--- src/rtl/spi_fe_pkg.sv ---
package spi_fe_pkg;

  typedef enum logic [1:0] {
    EV_OPCODE = 2'd0,
    EV_ADDR   = 2'd1,
    EV_WDATA  = 2'd2
  } ev_kind_t;

  typedef enum logic [2:0] {
    ST_IDLE,
    ST_OPC,
    ST_ADR,
    ST_WDAT,
    ST_RD
  } rx_state_t;

  localparam logic [7:0] OP_READ  = 8'h03;
  localparam logic [7:0] OP_DREAD = 8'h3B;
  localparam logic [7:0] OP_PROG  = 8'h02;
  localparam logic [7:0] OP_ERASE = 8'h20;

  function automatic logic op_has_addr(input logic [7:0] op);
    return (op == OP_READ) || (op == OP_DREAD) || (op == OP_PROG) || (op == OP_ERASE);
  endfunction

endpackage

--- src/rtl/spi_fe_sync.sv ---
module spi_fe_sync #(
  parameter int W = 4,
  parameter int STAGES = 2,
  parameter logic [W-1:0] RST_VAL = '0
) (
  input  logic         clk,
  input  logic         rst_n,
  input  logic [W-1:0] d_i,
  output logic [W-1:0] q_o
);

  logic [W-1:0] stg_q [STAGES];

  for (genvar g = 0; g < STAGES; g++) begin : g_stage
    if (g == 0) begin : g_first
      always_ff @(posedge clk or negedge rst_n) begin
        if (!rst_n) stg_q[g] <= RST_VAL;
        else        stg_q[g] <= d_i;
      end
    end else begin : g_rest
      always_ff @(posedge clk or negedge rst_n) begin
        if (!rst_n) stg_q[g] <= RST_VAL;
        else        stg_q[g] <= stg_q[g-1];
      end
    end
  end

  assign q_o = stg_q[STAGES-1];

endmodule

--- src/rtl/spi_fe_rx.sv ---
module spi_fe_rx
  import spi_fe_pkg::*;
#(
  parameter int ADDR_W = 24
) (
  input  logic              clk,
  input  logic              rst_n,
  input  logic              desel_i,
  input  logic              start_i,
  input  logic              bit_en_i,
  input  logic              bit_i,
  input  logic              ev_ready_i,
  output logic              ev_valid_o,
  output logic [1:0]        ev_kind_o,
  output logic [ADDR_W-1:0] ev_data_o,
  output logic              rd_phase_o,
  output logic              dual_o
);

  localparam int ABYTES = ADDR_W / 8;
  localparam int AB_W   = (ABYTES > 1) ? $clog2(ABYTES) : 1;
  localparam logic [AB_W-1:0] AB_LAST = AB_W'(ABYTES - 1);

  rx_state_t         st_q, st_nx;
  logic [6:0]        sh_q, sh_nx;
  logic [2:0]        cnt_q, cnt_nx;
  logic [AB_W-1:0]   ab_q, ab_nx;
  logic [ADDR_W-1:0] addr_q, addr_nx;
  logic              rd_q, rd_nx;
  logic              dual_q, dual_nx;
  logic              evv_q, evv_nx;
  ev_kind_t          evk_q, evk_nx;
  logic [ADDR_W-1:0] evd_q, evd_nx;

  logic [7:0]        byte_w;
  logic              shifting;
  logic              push;
  ev_kind_t          push_k;
  logic [ADDR_W-1:0] push_d;

  assign byte_w   = {sh_q, bit_i};
  assign shifting = bit_en_i && ((st_q == ST_OPC) || (st_q == ST_ADR) || (st_q == ST_WDAT));

  always_comb begin
    st_nx   = st_q;
    sh_nx   = sh_q;
    cnt_nx  = cnt_q;
    ab_nx   = ab_q;
    addr_nx = addr_q;
    rd_nx   = rd_q;
    dual_nx = dual_q;
    push    = 1'b0;
    push_k  = EV_OPCODE;
    push_d  = '0;
    if (desel_i) begin
      st_nx   = ST_IDLE;
      cnt_nx  = '0;
      rd_nx   = 1'b0;
      dual_nx = 1'b0;
    end else if (start_i) begin
      st_nx   = ST_OPC;
      cnt_nx  = '0;
      ab_nx   = '0;
      rd_nx   = 1'b0;
      dual_nx = 1'b0;
    end else if (shifting) begin
      sh_nx  = byte_w[6:0];
      cnt_nx = cnt_q + 3'd1;
      if (cnt_q == 3'd7) begin
        push = 1'b1;
        unique case (st_q)
          ST_OPC: begin
            push_k = EV_OPCODE;
            push_d = ADDR_W'(byte_w);
            rd_nx   = (byte_w == OP_READ) || (byte_w == OP_DREAD);
            dual_nx = (byte_w == OP_DREAD);
            st_nx   = op_has_addr(byte_w) ? ST_ADR : ST_WDAT;
          end
          ST_ADR: begin
            addr_nx = {addr_q[ADDR_W-9:0], byte_w};
            ab_nx   = ab_q + 1'b1;
            push    = (ab_q == AB_LAST);
            push_k  = EV_ADDR;
            push_d  = {addr_q[ADDR_W-9:0], byte_w};
            if (ab_q == AB_LAST) st_nx = rd_q ? ST_RD : ST_WDAT;
          end
          default: begin
            push_k = EV_WDATA;
            push_d = ADDR_W'(byte_w);
          end
        endcase
      end
    end
  end

  always_comb begin
    evv_nx = evv_q && !ev_ready_i;
    evk_nx = evk_q;
    evd_nx = evd_q;
    if (push && (!evv_q || ev_ready_i)) begin
      evv_nx = 1'b1;
      evk_nx = push_k;
      evd_nx = push_d;
    end
  end

  always_ff @(posedge clk or negedge rst_n) begin
    if (!rst_n) begin
      st_q   <= ST_IDLE;
      sh_q   <= '0;
      cnt_q  <= '0;
      ab_q   <= '0;
      addr_q <= '0;
      rd_q   <= 1'b0;
      dual_q <= 1'b0;
      evv_q  <= 1'b0;
      evk_q  <= EV_OPCODE;
      evd_q  <= '0;
    end else begin
      st_q   <= st_nx;
      sh_q   <= sh_nx;
      cnt_q  <= cnt_nx;
      ab_q   <= ab_nx;
      addr_q <= addr_nx;
      rd_q   <= rd_nx;
      dual_q <= dual_nx;
      evv_q  <= evv_nx;
      evk_q  <= evk_nx;
      evd_q  <= evd_nx;
    end
  end

  assign ev_valid_o = evv_q;
  assign ev_kind_o  = evk_q;
  assign ev_data_o  = evd_q;
  assign rd_phase_o = (st_q == ST_RD);
  assign dual_o     = dual_q;

  AST_EV_HELD: assert property (@(posedge clk) disable iff (!rst_n)
    evv_q && !ev_ready_i |=> evv_q && $stable(evd_q) && $stable(evk_q));

  AST_SHIFT_FROZEN: assert property (@(posedge clk) disable iff (!rst_n)
    !bit_en_i && !start_i && !desel_i |=> $stable(cnt_q) && $stable(sh_q));

endmodule

--- src/rtl/spi_fe_tx.sv ---
module spi_fe_tx (
  input  logic       clk,
  input  logic       rst_n,
  input  logic       rd_phase_i,
  input  logic       dual_i,
  input  logic       shift_en_i,
  input  logic       rd_valid_i,
  input  logic [7:0] rd_data_i,
  output logic       rd_ready_o,
  output logic       so_o,
  output logic       sio_o,
  output logic       drv_o
);

  logic [7:0] obuf_q, obuf_nx;
  logic       full_q, full_nx;
  logic [7:0] osh_q, osh_nx;
  logic [2:0] pos_q, pos_nx;
  logic       so_q, so_nx;
  logic       sio_q, sio_nx;
  logic       drv_q, drv_nx;

  logic       take;
  logic [7:0] src;
  logic [2:0] step;

  assign rd_ready_o = rd_phase_i && !full_q;
  assign take       = rd_valid_i && rd_ready_o;
  assign src        = (pos_q == 3'd0) ? obuf_q : osh_q;
  assign step       = dual_i ? 3'd2 : 3'd1;

  always_comb begin
    obuf_nx = obuf_q;
    full_nx = full_q;
    osh_nx  = osh_q;
    pos_nx  = pos_q;
    so_nx   = so_q;
    sio_nx  = sio_q;
    drv_nx  = drv_q;
    if (!rd_phase_i) begin
      full_nx = 1'b0;
      pos_nx  = '0;
      drv_nx  = 1'b0;
    end else begin
      if (take) begin
        obuf_nx = rd_data_i;
        full_nx = 1'b1;
      end
      if (shift_en_i) begin
        so_nx  = src[7];
        sio_nx = src[6];
        osh_nx = dual_i ? {src[5:0], 2'b00} : {src[6:0], 1'b0};
        pos_nx = pos_q + step;
        drv_nx = 1'b1;
        if ((pos_q == 3'd0) && !take) full_nx = 1'b0;
      end
    end
  end

  always_ff @(posedge clk or negedge rst_n) begin
    if (!rst_n) begin
      obuf_q <= '0;
      full_q <= 1'b0;
      osh_q  <= '0;
      pos_q  <= '0;
      so_q   <= 1'b0;
      sio_q  <= 1'b0;
      drv_q  <= 1'b0;
    end else begin
      obuf_q <= obuf_nx;
      full_q <= full_nx;
      osh_q  <= osh_nx;
      pos_q  <= pos_nx;
      so_q   <= so_nx;
      sio_q  <= sio_nx;
      drv_q  <= drv_nx;
    end
  end

  assign so_o  = so_q;
  assign sio_o = sio_q;
  assign drv_o = drv_q;

  AST_DUAL_PAIRS: assert property (@(posedge clk) disable iff (!rst_n)
    dual_i && rd_phase_i |-> !pos_q[0]);

  AST_DRV_DROPS: assert property (@(posedge clk) disable iff (!rst_n)
    !rd_phase_i |=> !drv_q);

endmodule

--- src/rtl/spi_flash_frontend.sv ---
module spi_flash_frontend #(
  parameter int ADDR_W      = 24,
  parameter int SYNC_STAGES = 2
) (
  input  logic              clk,
  input  logic              rst_n,
  input  logic              cs_n_i,
  input  logic              sck_i,
  input  logic              si_i,
  input  logic              hold_n_i,
  output logic              so_o,
  output logic              so_oe_o,
  output logic              sio_o,
  output logic              sio_oe_o,
  output logic              ev_valid_o,
  output logic [1:0]        ev_kind_o,
  output logic [ADDR_W-1:0] ev_data_o,
  input  logic              ev_ready_i,
  input  logic              rd_valid_i,
  input  logic [7:0]        rd_data_i,
  output logic              rd_ready_o,
  input  logic              busy_i,
  output logic              standby_o
);

  localparam int PINS = 4;
  localparam logic [PINS-1:0] PIN_RST = 4'b1000;

  logic [PINS-1:0] pins_s;
  logic cs_n_s, sck_s, si_s, hold_n_s;
  logic cs_prev_q, sck_prev_q, hold_q, hold_nx;
  logic cs_fall, sck_rise, sck_fall;
  logic rise_en, fall_en;
  logic rd_phase, dual, drv_on;

  spi_fe_sync #(
    .W       (PINS),
    .STAGES  (SYNC_STAGES),
    .RST_VAL (PIN_RST)
  ) u_sync (
    .clk   (clk),
    .rst_n (rst_n),
    .d_i   ({hold_n_i, si_i, sck_i, cs_n_i}),
    .q_o   (pins_s)
  );

  assign {hold_n_s, si_s, sck_s, cs_n_s} = pins_s;

  assign cs_fall  = cs_prev_q && !cs_n_s;
  assign sck_rise = !sck_prev_q && sck_s;
  assign sck_fall = sck_prev_q && !sck_s;
  assign rise_en  = sck_rise && !hold_q && !cs_n_s;
  assign fall_en  = sck_fall && !hold_q && !cs_n_s;

  always_comb begin
    hold_nx = hold_q;
    if (cs_n_s)                               hold_nx = 1'b0;
    else if (!hold_q && !hold_n_s && !sck_s)  hold_nx = 1'b1;
    else if (hold_q && hold_n_s)              hold_nx = 1'b0;
  end

  always_ff @(posedge clk or negedge rst_n) begin
    if (!rst_n) begin
      cs_prev_q  <= 1'b0;
      sck_prev_q <= 1'b0;
      hold_q     <= 1'b0;
    end else begin
      cs_prev_q  <= cs_n_s;
      sck_prev_q <= sck_s;
      hold_q     <= hold_nx;
    end
  end

  spi_fe_rx #(
    .ADDR_W (ADDR_W)
  ) u_rx (
    .clk        (clk),
    .rst_n      (rst_n),
    .desel_i    (cs_n_s),
    .start_i    (cs_fall),
    .bit_en_i   (rise_en),
    .bit_i      (si_s),
    .ev_ready_i (ev_ready_i),
    .ev_valid_o (ev_valid_o),
    .ev_kind_o  (ev_kind_o),
    .ev_data_o  (ev_data_o),
    .rd_phase_o (rd_phase),
    .dual_o     (dual)
  );

  spi_fe_tx u_tx (
    .clk        (clk),
    .rst_n      (rst_n),
    .rd_phase_i (rd_phase),
    .dual_i     (dual),
    .shift_en_i (fall_en),
    .rd_valid_i (rd_valid_i),
    .rd_data_i  (rd_data_i),
    .rd_ready_o (rd_ready_o),
    .so_o       (so_o),
    .sio_o      (sio_o),
    .drv_o      (drv_on)
  );

  assign so_oe_o   = !cs_n_s && !hold_q && drv_on;
  assign sio_oe_o  = so_oe_o && dual;
  assign standby_o = cs_n_s && !busy_i;

  AST_SO_ONLY_READ: assert property (@(posedge clk) disable iff (!rst_n)
    so_oe_o |-> rd_phase);

  AST_DESEL_ENDS_READ: assert property (@(posedge clk) disable iff (!rst_n)
    cs_n_s |=> !rd_phase);

endmodule

--- config.mk ---
export PLATFORM = sky130hd
export DESIGN_NAME = spi_flash_frontend
export DESIGN_NICKNAME = d
export VERILOG_FILES = /design/src/rtl/spi_fe_pkg.sv /design/src/rtl/spi_fe_sync.sv /design/src/rtl/spi_fe_rx.sv /design/src/rtl/spi_fe_tx.sv /design/src/rtl/spi_flash_frontend.sv
export SDC_FILE = /design/constraint.sdc
export NUM_CORES = 1
export LEC_CHECK = 0
export CAP_MARGIN = 20
export CORE_UTILIZATION = 40
export DETAILED_ROUTE_END_ITERATION = 12
export PLACE_DENSITY = 0.66
export SLEW_MARGIN = 10
export SYNTH_ARGS = -nofsm -noshare
export SYNTH_HDL_FRONTEND = slang
export SYNTH_SLANG_ARGS = --single-unit
--- constraint.sdc ---
create_clock -name clk -period 2.34 [get_ports clk]
set_input_delay 0.351 -clock clk [delete_from_list [all_inputs] [get_ports clk]]
set_output_delay 0.351 -clock clk [all_outputs]
set_load 0.02 [all_outputs]
==> flow_summary.yaml <==
synthesis:
  post_synth_instance_area_um2: 3930
  synthArstFlopShare_pct: 100
  number_of_distinct_library_cells_after_synthesis: 48
  synth_enable_flop_cells: 0
  synth_sequential_area_ratio_pct: 59.2
  syn-mean-instance-area_um2: 11.7
  synth_warnings: 0
  total_of_flip_flops_plus_latches_after_synthesis: 93
  syn_inst: 336
  postSynthNetCount: 358
  dominantRegCellSynth: "dfrtp_1"
timing:
  finalCritPeriodShare_pct: 96.1
  timing.final.setup_violations: 0
  fmax_mhz: 445
  fin_setup_tns_ns: 0
  worst-slew-pin-transition_ns: 0.568
  skew_ns: 0.00867
  setup_repair_after_global_routing_missed_its_margin: "false"
  timing.max_slew.rel_slack_pct: 62.2
  layout_setup_ws_ns: 0.0904
  timing.final.crit_period_ns: 2.25
  timing.final.max_slew_violations: 0
  report.final.hold_viol_count: 0
die:
  initial_utilization_pct: 42.0
  ios: 50
  die-height_um: 101
  die_width_um: 101
  core_area_um2: 9370
  floorplan.rows: 35
  die_area_um2: 10200
detailed_routing:
  first_pass_iters: 5
  drc_violation_count_after_routing: 0
  drt_iter0_drc: 143
  route.antenna.remaining_nets: 0
  wire_per_inst_um: 13.5
  viasPerCell: 5.05
  detail_route.wirelength_um: 7130
  route.vias.total: 2669
setup_path:
  cp.required_ns: 1.99
  timing.critical_path.arrival_ns: 1.90
  crit_type: "reg2out"
  timing.critical_path.to_type: "primary output"
  setup.worst_path.start_class: "register"
  largest_fanout_on_the_critical_path: 13
  reg2regPathDepth: 4
pwr:
  pwr_density_cell_nw_per_um2: 599
  p_int_mw: 2.28
  power.share.sequential_pct: 56.5
  netSwitchingFraction_pct: 21.6
  irDropWorstVdd_mv: 0.364
  clock_power_share_pct: 39.4
  power_frac_comb_pct: 4.1
  power.switching_mw: 0.629
  p_leak_nw: 2.28
layout:
  num_antenna_cells: 0
  final_design_area_no_fill_um2: 4860
  drive_gt1_share_pct: 17.3
  layout.nets: 416
  synthToLayoutAreaGrowth_pct: 23.5
clocking:
  cts-buffers-inserted: 9
  root_buffer_cell: "clkbuf_8"
  clk_pin_slew_ns: 0.08
  tritoncts: "done"
  clock_tree.htree_level_count: 3
  insertion_delay_ns: 0.36
  cts.sink_count: 93
  cts_max_path_buffers: 2
  cts.repair_timing.setup_buffer_count: 0
worst_hold_path:
  min_path_type: "reg2reg"
  hold_path_depth: 0
placement:
  port_buffers: 49
  post_dp_cell_area_um2: 4630
  place_ws_ns: 0.206
  gp_congestion: 0.779
  post-dp-hpwl_um: 4960
global_route:
  busiest_layer: "met2"
  antenna_found_initial: 0
  grt_usage_pct: 15.4
  gr-total-overflow: 0
  grt_pass1_wl_um: 12200
  gr-usage-met1_pct: 19.6
  met2_usage_pct: 25.3
  via_count_of_the_first_global_routing_pass: 2586
  grt_util_met3_pct: 3.59
  grt_max_degree: 43
outcome:
  status: "finished, final reports clean"
job:
  maxCapViolCount: 0
kinds of logic after synthesis:
group | count (synthesis) | share of synthesized area [%]
AOI/OAI and AO/OA | 64 | 10.1
DFF | 93 | 59.2
adders and majority gates | 5 | 1.78
xor gates and xnor gates | 3 | 0.668
muxes | 50 | 13.6
buffers and inverters | 40 | 4.14
and+or+nand+nor | 81 | 10.5
layer usage:
layer,vias to the layer above,wire length (µm)
met1,1306,3310
met2,70,3400
met5,-,0
li1,1282,-
met4,0,131
met3,11,294
cell usage after synthesis, types with 5 or more instances:
master	n	share of area, %
dfrtp_1	91	58
o21ai_0	36	4.6
nand2_1	30	2.9
mux2_2	27	7.7
mux2i_1	23	5.9
inv_1	21	2.0
nor2_1	16	1.5
clkbuf_1	11	1.0
a22o_1	8	1.8
nor3_1	5	0.64
power groups by stage:
stage / Combinational [mW] / Clock (mW) / Sequential (mW)
6_report: 0.118 / 1.15 / 1.64
5_1_grt: 0.133 / 1.25 / 1.65
4_1_cts: 0.121 / 1.19 / 1.64
3_5_place_dp: 0.119 / 0 / 1.68
3_3_place_gp: 0.119 / 0 / 1.67
2_1_floorplan: 0.0422 / 0 / 1.67
cell type report:
cell class / count / area, µm²
Clock buffer: 10 / 128
Fill cell: 875 / 4520
Sequential cell: 93 / 2330
Clock inverter: 6 / 87.6
Timing Repair Buffer: 65 / 622
Tap cell: 129 / 161
Multi-Input combinational cell: 203 / 1450
Inverter: 22 / 82.6
path summary, 6_finish.rpt:
path                                            from                       endpoint  slack [ns]
min in group asynchronous                      rst_n  u_rx.ev_data_o[7]$_DFFE_PN0P_        0.52
max in group asynchronous                      rst_n      u_sync.stg_q[7]$_DFF_PN1_        1.09
min reg2reg                u_sync.stg_q[5]$_DFF_PN0_        u_sync.q_o[1]$_DFF_PN0_        0.35
max reg2reg                 u_rx.st_q[2]$_DFFE_PN0P_        u_rx.dual_o$_DFFE_PN0P_        0.22
max                          u_sync.q_o[0]$_DFF_PN0_                       sio_oe_o        0.09
min                        u_sync.stg_q[5]$_DFF_PN0_        u_sync.q_o[1]$_DFF_PN0_        0.35
through the flow:
step	hold WS [ns]	std cells	total power [mW]	utilization, %
final	0.354	528	2.91	51.8
after floorplan	0.0554	336	1.71	-
after detailed placement	0.336	511	1.79	49.4
after global routing	0.362	528	3.03	51.8
after CTS	0.356	528	2.95	51.8
after global placement	0.334	511	1.79	49.4
registers in the layout (all words and copies together), names as in the netlist, 2 cells and up:
signal and flops:
u_tx.pos_q 3, u_rx.ab_q 2, u_rx.ev_data_o 24, u_rx.ev_kind_o 2, u_rx.addr_q 16, u_rx.sh_q 7, u_tx.osh_q 7, u_sync.stg_q 4
u_rx.st_q 3, u_sync.q_o 4, u_rx.cnt_q 3, u_tx.obuf_q 8
critical path, cell delays in order (launching register included):
cell and delay [ns]:
dfrtp_1 0.39, buf_4 0.18, nor3b_2 0.22, and2_1 0.15, clkdlybuf4s50_1 0.60
layout by cell type, fill, tap and decap left out, types with 3 or more instances in the layout:
cell type         n
ha_1              4
dfrtp_1          91
mux2i_1          23
nand3_1           4
a211oi_1          3
clkinvlp_4        3
nand2b_1          4
nor3_1            5
clkbuf_8          9
o21ai_0          36
mux2_2           27
inv_1            21
a21oi_1           4
nor2_1           16
nand2_1          30
buf_4            15
clkdlybuf4s50_1  47
a22o_1            8
o21a_1            3
what timing repair did:
action	in CTS	in global routing
setup endpoints to repair	2	0
resized for setup	2	0
endpoints found under the hold margin	12	0
hold buffers	1	0
Note: power is estimated with default switching activity, not from simulation.
